===== src/rtl/swc_pkg.sv =====
package swc_pkg;
  typedef enum logic [1:0] {
    ST_AWAKE   = 2'd0,
    ST_SLP_INT = 2'd1,
    ST_SLP_EVT = 2'd2
  } swc_state_e;
endpackage


===== src/rtl/swc_irq_qual.sv =====
module swc_irq_qual #(
  parameter int N_IRQ  = 8,
  parameter int PRIO_W = 3
) (
  input  logic                    clk,
  input  logic                    rst_n,
  input  logic [N_IRQ-1:0]        pend_i,
  input  logic [N_IRQ-1:0]        en_i,
  input  logic [N_IRQ*PRIO_W-1:0] prio_i,
  input  logic [PRIO_W-1:0]       cur_prio_i,
  output logic                    any_qual_o,
  output logic                    any_new_o
);
  logic [N_IRQ-1:0] pend_q;
  logic [N_IRQ-1:0] qual_vec;
  logic [N_IRQ-1:0] new_vec;

  for (genvar g = 0; g < N_IRQ; g++) begin : g_irq
    assign qual_vec[g] = pend_i[g] & en_i[g] &
                         (prio_i[g*PRIO_W +: PRIO_W] < cur_prio_i);
    assign new_vec[g]  = pend_i[g] & ~pend_q[g];
  end

  assign any_qual_o = |qual_vec;
  assign any_new_o  = |new_vec;

  always_ff @(posedge clk or negedge rst_n) begin
    if (!rst_n) pend_q <= '0;
    else        pend_q <= pend_i;
  end

  // a pending level that was already high on the last edge is not new
  a_r11_level_not_new: assert property (@(posedge clk) disable iff (!rst_n)
    (pend_i == $past(pend_i)) |-> !any_new_o);
endmodule


===== src/rtl/swc_event_latch.sv =====
module swc_event_latch (
  input  logic clk,
  input  logic rst_n,
  input  logic set_i,
  input  logic consume_i,
  output logic ev_o
);
  logic ev_q;
  logic ev_d;

  always_comb begin
    ev_d = ev_q;
    if (set_i)     ev_d = 1'b1;
    if (consume_i) ev_d = 1'b0;
  end

  always_ff @(posedge clk or negedge rst_n) begin
    if (!rst_n) ev_q <= 1'b0;
    else        ev_q <= ev_d;
  end

  assign ev_o = ev_q;

  a_r4_consume_clears: assert property (@(posedge clk) disable iff (!rst_n)
    consume_i |=> !ev_o);
  a_r5_set_holds: assert property (@(posedge clk) disable iff (!rst_n)
    (set_i && !consume_i) |=> ev_o);
endmodule


===== src/rtl/swc_sleep_fsm.sv =====
module swc_sleep_fsm
  import swc_pkg::*;
(
  input  logic       clk,
  input  logic       rst_n,
  input  logic       wfi_i,
  input  logic       wfe_i,
  input  logic       exit_go_i,
  input  logic       ev_eff_i,
  input  logic       qual_i,
  input  logic       dbg_i,
  input  logic       new_wake_i,
  output logic       consume_o,
  output logic       awake_o,
  output logic       sleep_o,
  output logic       wake_o
);
  swc_state_e state_q, state_d;
  logic       wake_q, wake_d;
  logic       wake_cond;

  assign wake_cond = qual_i | dbg_i;

  always_comb begin
    state_d   = state_q;
    consume_o = 1'b0;
    unique case (state_q)
      ST_AWAKE: begin
        if (wfi_i) begin
          if (!wake_cond) state_d = ST_SLP_INT;
        end else if (wfe_i) begin
          consume_o = 1'b1;
          if (!(ev_eff_i || wake_cond)) state_d = ST_SLP_EVT;
        end else if (exit_go_i && !wake_cond) begin
          state_d = ST_SLP_INT;
        end
      end
      ST_SLP_INT: if (wake_cond) state_d = ST_AWAKE;
      ST_SLP_EVT: if (wake_cond || new_wake_i) state_d = ST_AWAKE;
      default:    state_d = ST_AWAKE;
    endcase
    wake_d = (state_q != ST_AWAKE) && (state_d == ST_AWAKE);
  end

  always_ff @(posedge clk or negedge rst_n) begin
    if (!rst_n) begin
      state_q <= ST_AWAKE;
      wake_q  <= 1'b0;
    end else begin
      state_q <= state_d;
      wake_q  <= wake_d;
    end
  end

  assign awake_o = (state_q == ST_AWAKE);
  assign sleep_o = !awake_o;
  assign wake_o  = wake_q;

  a_r7_int_sleep_holds: assert property (@(posedge clk) disable iff (!rst_n)
    (state_q == ST_SLP_INT && !qual_i && !dbg_i) |=> sleep_o);
  a_r9_wake_one_cycle: assert property (@(posedge clk) disable iff (!rst_n)
    wake_o |=> !wake_o);
  a_r9_sleep_falls_with_wake: assert property (@(posedge clk) disable iff (!rst_n)
    wake_o |-> (!sleep_o && $past(sleep_o)));
endmodule


===== src/rtl/sleep_wake_ctrl.sv =====
module sleep_wake_ctrl #(
  parameter int N_IRQ  = 8,
  parameter int PRIO_W = 3
) (
  input  logic                    clk,
  input  logic                    rst_n,
  input  logic                    wfi_i,
  input  logic                    wfe_i,
  input  logic                    sev_i,
  input  logic                    exc_ret_thread_i,
  input  logic                    dbg_req_i,
  input  logic [N_IRQ-1:0]        irq_pend_i,
  input  logic [N_IRQ-1:0]        irq_en_i,
  input  logic [N_IRQ*PRIO_W-1:0] irq_prio_i,
  input  logic [PRIO_W-1:0]       cur_prio_i,
  input  logic                    primask_i,
  input  logic                    sleep_on_exit_i,
  input  logic                    wake_any_pend_i,
  output logic                    sleep_o,
  output logic                    wake_o,
  output logic                    take_exc_o
);
  logic any_qual, any_new, new_wake, ev_set, ev_q, consume, awake;

  swc_irq_qual #(.N_IRQ(N_IRQ), .PRIO_W(PRIO_W)) u_qual (
    .clk        (clk),
    .rst_n      (rst_n),
    .pend_i     (irq_pend_i),
    .en_i       (irq_en_i),
    .prio_i     (irq_prio_i),
    .cur_prio_i (cur_prio_i),
    .any_qual_o (any_qual),
    .any_new_o  (any_new)
  );

  assign new_wake = wake_any_pend_i & any_new;
  assign ev_set   = sev_i | new_wake;

  swc_event_latch u_evt (
    .clk       (clk),
    .rst_n     (rst_n),
    .set_i     (ev_set),
    .consume_i (consume),
    .ev_o      (ev_q)
  );

  swc_sleep_fsm u_fsm (
    .clk        (clk),
    .rst_n      (rst_n),
    .wfi_i      (wfi_i),
    .wfe_i      (wfe_i),
    .exit_go_i  (exc_ret_thread_i & sleep_on_exit_i),
    .ev_eff_i   (ev_q | ev_set),
    .qual_i     (any_qual),
    .dbg_i      (dbg_req_i),
    .new_wake_i (new_wake),
    .consume_o  (consume),
    .awake_o    (awake),
    .sleep_o    (sleep_o),
    .wake_o     (wake_o)
  );

  assign take_exc_o = awake & any_qual & ~primask_i;

  a_r10_no_grant_asleep: assert property (@(posedge clk) disable iff (!rst_n)
    sleep_o |-> !take_exc_o);
  a_r10_mask_blocks_grant: assert property (@(posedge clk) disable iff (!rst_n)
    primask_i |-> !take_exc_o);
endmodule


===== config.mk =====
export PLATFORM = sky130hd
export DESIGN_NAME = sleep_wake_ctrl
export DESIGN_NICKNAME = d
export VERILOG_FILES = /design/src/rtl/swc_pkg.sv /design/src/rtl/swc_irq_qual.sv /design/src/rtl/swc_event_latch.sv /design/src/rtl/swc_sleep_fsm.sv /design/src/rtl/sleep_wake_ctrl.sv
export SDC_FILE = /design/constraint.sdc
export NUM_CORES = 1
export LEC_CHECK = 0
export ABC_CLOCK_PERIOD_IN_PS = 5400
export BUFFER_PORTS_ARGS = -buffer_cell sky130_fd_sc_hd__buf_2
export CORE_MARGIN = 2
export CORE_UTILIZATION = 23
export DETAILED_ROUTE_END_ITERATION = 6
export MAX_ROUTING_LAYER = met4
export PLACE_DENSITY_LB_ADDON = 0.15
export SLEW_MARGIN = 20
export SYNTH_ARGS = -nofsm -noshare
export SYNTH_HDL_FRONTEND = slang
export SYNTH_HIERARCHICAL = 1
export SYNTH_SLANG_ARGS = --single-unit

===== constraint.sdc =====
create_clock -name clk -period 5.4 [get_ports clk]
set_input_delay 1.08 -clock clk [delete_from_list [all_inputs] [get_ports clk]]
set_output_delay 1.08 -clock clk [all_outputs]
set_load 0.01 [all_outputs]

* Word-level counts from Yosys, hierarchy flattened *
Index checks and enable logic that the tools add are counted.
Widths: inputs -> output; s select.

storage, ports and cells
  flip-flop bits (word level) = 12
  bits of input ports = 53
  output and inout bits = 3
  word-level logic and storage cells = 79

cells by class
  order comparisons = 8
  equality and inequality tests = 2
  multiplexer cells = 13
  bitwise logic cells = 40
  reduce and logical (&&, ||, !) cells = 12

operator list
  kind                number
  $and 1x1->1         28
  $lt 3x3->1          8
  $reduce_or 8->1     2
  $mux 2              7
  $not 1->1           9
  $pmux 2 s3          1
  $mux 1              5
  $logic_not 2->1     2
  $reduce_bool 2->1   2
  $or 1x1->1          3
  $eq 2x1->1 const B  1
  $eq 2x2->1 const B  1
  $logic_and 1x1->1   2
  $logic_not 1->1     2
  $logic_or 1x1->1    2

* Longest topological paths before layout *
  depth in word-level cells = 13
  depth in mapped cells = 7
  depth with buffers taken out = 7

* By module *
The synthesis kept the hierarchy.

modules (own cells, without submodules)
  module           instances  cells an instance  area an instance (um2)  sequential area each (um2)
  swc_irq_qual     1          69                 660.6                   200.2
  swc_sleep_fsm    1          15                 158.9                   75.1
  sleep_wake_ctrl  1          5                  40.0                    0.0
  swc_event_latch  1          2                  35.0                    25.0

* Worst setup path after synthesis *
Ideal clock, no wire load.

  path type = input to output
  from = in cur_prio_i[2]
  to = out take_exc_o
  data arrival time = 2.217 ns
  slack = 2.103 ns
  stages = 6
  cell sequence = inv_1 -> ha_1 -> a211oi_1 -> a22oi_1 -> nand4_1 -> and3b_1

on the way
  longest elaborated chain between the ends = 5
  elaborated cells on any way between the ends = 19
  those cells by class = order compare (8); bitwise (10); reduce/logical (1)

RTL lines
  what                           RTL line               text
  start, declared                sleep_wake_ctrl.sv:15  input logic [PRIO_W-1:0] cur_prio_i,
  $lt 3x3->1                     swc_irq_qual.sv:20     (prio_i[g*PRIO_W +: PRIO_W] < cur_prio_i);
  $and 1x1->1                    swc_irq_qual.sv:19     assign qual_vec[g] = pend_i[g] & en_i[g] &
  $reduce_or 8->1 (*)            swc_irq_qual.sv:24     assign any_qual_o = |qual_vec;
  named net any_qual             sleep_wake_ctrl.sv:23  logic any_qual, any_new, new_wake, ev_set, ev_q, consume, awake;
  $and 1x1->1 (*) (2 in series)  sleep_wake_ctrl.sv:63  assign take_exc_o = awake & any_qual & ~primask_i;
  end, declared                  sleep_wake_ctrl.sv:21  output logic take_exc_o

Mark *: on every way through the listed nets, which the timed path passes. The rest lies on a longest branch.

* Worst setup path in the final report *
Same ends and word-level chain as after synthesis.

==> metrics.txt <==
# TYPE chip_impl_metric gauge
chip_impl_info{name="run_status",value="complete, no violations"} 1
chip_impl_metric{name="postCtsSetupRepairBufs",unit=""} 0
chip_impl_metric{name="floorplan.initialDensity",unit=""} 0.243
chip_impl_metric{name="seq_power_share",unit=""} 0.407
chip_impl_metric{name="avg_synthesized_cell_area",unit="µm²"} 9.83
chip_impl_metric{name="area_growth",unit="%"} 42.1
chip_impl_metric{name="number_of_endpoints_with_negative_hold_slack_in_the_final_report",unit=""} 0
chip_impl_metric{name="hpwlAfterDp",unit="µm"} 1940
chip_impl_metric{name="final_min_period_over_clock_period",unit=""} 0.689
chip_impl_metric{name="static-leakage-power",unit="nW"} 0.663
chip_impl_metric{name="cts-resized-gates",unit=""} 0
chip_impl_metric{name="fin_total_pwr",unit="mW"} 0.238
chip_impl_info{name="most_common_library_cell_in_the_layout_ignoring_fill_and_taps",value="buf_2"} 1
chip_impl_metric{name="yosysWarnings",unit=""} 6
chip_impl_metric{name="synth_area",unit="µm²"} 895
chip_impl_metric{name="synth_async_sr_flop_share",unit=""} 1.00
chip_impl_metric{name="drtIter0Drc",unit=""} 26
chip_impl_metric{name="global_route.usage.total",unit=""} 0.115
chip_impl_metric{name="clock_skew",unit="ps"} 2.81
chip_impl_metric{name="drt_drc_violations_left",unit=""} 0
chip_impl_metric{name="power.share.clock",unit=""} 0.323
chip_impl_metric{name="worstMarginPinSlew",unit="ps"} 316
chip_impl_metric{name="proportion_of_layout_cells_with_a_drive_suffix_above_1",unit=""} 0.423
chip_impl_metric{name="globalplace.congestion",unit=""} 0.733
chip_impl_metric{name="nets",unit=""} 220
chip_impl_info{name="cts_tree",value="yes"} 1
chip_impl_metric{name="detail_route.first_pass.iterations",unit=""} 4
chip_impl_metric{name="antenna_violating_nets_post_route",unit=""} 0
chip_impl_metric{name="critical_path_arrival",unit="ps"} 2640
chip_impl_metric{name="postSynthRegisterBits",unit=""} 12
chip_impl_metric{name="grt_antenna_before_repair",unit=""} 0
chip_impl_metric{name="synthAdderAreaFrac",unit=""} 0.224
chip_impl_metric{name="yosys.cell_types.count",unit=""} 26
chip_impl_metric{name="chipHeight",unit="µm"} 66.4
chip_impl_metric{name="yosys-mux-area-fraction",unit=""} 0
chip_impl_metric{name="path_clk_slew",unit="ps"} 50
chip_impl_metric{name="viasPerCell",unit=""} 4.58
chip_impl_metric{name="power.share.combinational",unit=""} 0.270
chip_impl_info{name="synth_top_family_by_area",value="compound AO/OA/AOI/OAI gates"} 1
chip_impl_metric{name="timing.final.setup_violations",unit=""} 0
chip_impl_metric{name="max-vdd-ir-drop",unit="mV"} 0.0556
chip_impl_metric{name="timing.final.max_slew_violations",unit=""} 0
chip_impl_metric{name="floorplan.die_area",unit="µm²"} 4400
chip_impl_metric{name="grt_first_pass_wirelength",unit="µm"} 3680
chip_impl_metric{name="power.net_switching",unit="mW"} 0.0617
chip_impl_metric{name="max-cap-violations",unit=""} 0
chip_impl_info{name="cp-start-kind",value="input pin"} 1
chip_impl_info{name="hold_path_class",value="flop to flop"} 1
chip_impl_metric{name="clock_tree.htree_level_count",unit=""} 1
chip_impl_metric{name="design.core.area",unit="µm²"} 3690
chip_impl_metric{name="drt_wl_total",unit="µm"} 2200
chip_impl_info{name="commonest_non_fill_non_tap_cells_in_the_layout",value="55 x buf_2, 16 x ha_1, 13 x inv_1"} 1
chip_impl_metric{name="io_pins",unit=""} 56
chip_impl_metric{name="postCtsHoldBufs",unit=""} 0
chip_impl_info{name="postSynth.topFlopCell",value="dfrtp_1"} 1
chip_impl_metric{name="required",unit="ps"} 4320
chip_impl_metric{name="dr_total_vias",unit=""} 902
chip_impl_metric{name="synthXorXnorAreaFrac",unit=""} 0
chip_impl_info{name="cts_root_buffer",value="clkbuf_8"} 1
chip_impl_metric{name="num_rows",unit=""} 22
chip_impl_metric{name="timing.fmax",unit="MHz"} 269
chip_impl_metric{name="clk-insertion-delay-late",unit="ps"} 230
chip_impl_metric{name="antenna_cells_inserted",unit=""} 0
chip_impl_info{name="rsz0062_at_grt",value="false"} 1
chip_impl_metric{name="final.min_clock_period",unit="ps"} 3720
chip_impl_metric{name="switching_fraction_of_total_power",unit=""} 0.259
chip_impl_metric{name="routedWlPerCell",unit="µm"} 11.1
chip_impl_metric{name="ctsLongestPathBuffers",unit=""} 2
chip_impl_metric{name="cellInternalPower",unit="mW"} 0.177
chip_impl_metric{name="synth_edf_count",unit=""} 0
chip_impl_metric{name="port_buffers",unit=""} 55
chip_impl_metric{name="compound_gate_fraction_of_synth_area",unit=""} 0.264
chip_impl_metric{name="cts_sink_cnt",unit=""} 12
chip_impl_metric{name="chipWidth",unit="µm"} 66.4
chip_impl_metric{name="overflow_left_after_global_routing",unit=""} 0
chip_impl_metric{name="grt_pass1_vias",unit=""} 871
chip_impl_metric{name="synth_fp_nets",unit=""} 160
chip_impl_info{name="critical_path_start_end_classification",value="input pin to output pin"} 1
chip_impl_metric{name="critical_path_peak_fanout",unit=""} 8
chip_impl_metric{name="max_slew_margin",unit=""} 0.787
chip_impl_metric{name="fin_worst_hold_slack",unit="ps"} 484
chip_impl_metric{name="grt_start_max_net_pins",unit=""} 13
chip_impl_info{name="worstSetupEndpointType",value="output pin"} 1
chip_impl_metric{name="synthCells",unit=""} 91
chip_impl_metric{name="ys_seq_area_frac",unit=""} 0.336
chip_impl_metric{name="fin_setup_tns",unit="ps"} 0
chip_impl_metric{name="cts_inserted_buffers",unit=""} 3
chip_impl_metric{name="power.density_cell_area",unit="nW/µm²"} 188
chip_impl_metric{name="post_synth_and_or_nand_nor_area_fraction",unit=""} 0.122
[power by group through the flow]
stage	Clock, mW	Combinational [mW]	Sequential (mW)
after floorplan	0	0.0328	0.0985
after global placement	0	0.0642	0.0984
after detailed placement	0	0.0658	0.0986
after CTS	0.0807	0.0659	0.0971
after global routing	0.0863	0.0749	0.0976
final	0.0770	0.0643	0.0971
[state kept, by name, indices dropped and copies added, names as in the netlist]
signal and count:
u_evt/ev_o 1, u_fsm/wake_o 1, u_fsm/state_q 2, u_qual/pend_q 8
[critical path: stages]
cell and delay, ps:
buf_2 90, inv_1 240, ha_1 310, a211oi_1 280
a22oi_1 130, nand4_1 210, and3b_1 190, buf_2 120
[cell type report]
cell class	instances	area, µm²
fill	409	2420
multi-input combinational	66	546
sequential	12	300
timing repair buffer	55	275
tap	48	60.1
inverter	13	48.8
clock buffer	3	41.3
[Yosys cell counts (4+ instances only)]
cell      count  area (µm²)
a211oi_1      8        60.1
a22oi_1       4        30.0
dfrtp_1      12         300
ha_1         16         200
inv_1        13        48.8
nand2_1       8        30.0
o211ai_1      8        60.1
o22ai_1       4        25.0
[logic make-up after synthesis]
kind of cell | count (synthesis)
compound gates | 31
simple gates | 19
fa+ha+maj | 16
buf+inv | 13
flops | 12
[final timing paths]
check / depth (start not counted) / startpoint / to / slack, ps
worst max-delay path: 8 / cur_prio_i[2] / take_exc_o / 1680
worst min-delay path: 1 / u_evt/ev_o$_DFFE_PN0P_ / u_evt/ev_o$_DFFE_PN0P_ / 480
worst max register to register: 5 / u_qual/pend_q[4]$_DFF_PN0_ / u_fsm/state_q[1]$_DFF_PN0_ / 3730
worst min register to register: 1 / u_evt/ev_o$_DFFE_PN0P_ / u_evt/ev_o$_DFFE_PN0P_ / 480
max in group asynchronous: 1 / rst_n / u_qual/pend_q[3]$_DFF_PN0_ / 4470
min in group asynchronous: 1 / rst_n / u_qual/pend_q[6]$_DFF_PN0_ / 720
[per-layer routing]
layer,wire length (µm),share of wire,global-route usage
met1,1030,0.47,0.134
met2,954,0.43,0.189
met3,162,0.074,0.0170
met4,48,0.022,0.0612
met5,0,0,-
[through the flow]
step                setup slack [ps]  area, µm²  utilization  std cells
floorplan                       2100        895            -         91
global placement                1690       1230        0.333        194
detailed placement              1620       1230        0.333        194
CTS                             1630       1270        0.345        197
global route                    1510       1270        0.345        197
finish                          1680       1270        0.345        197
(Power assumes the default switching activity.)
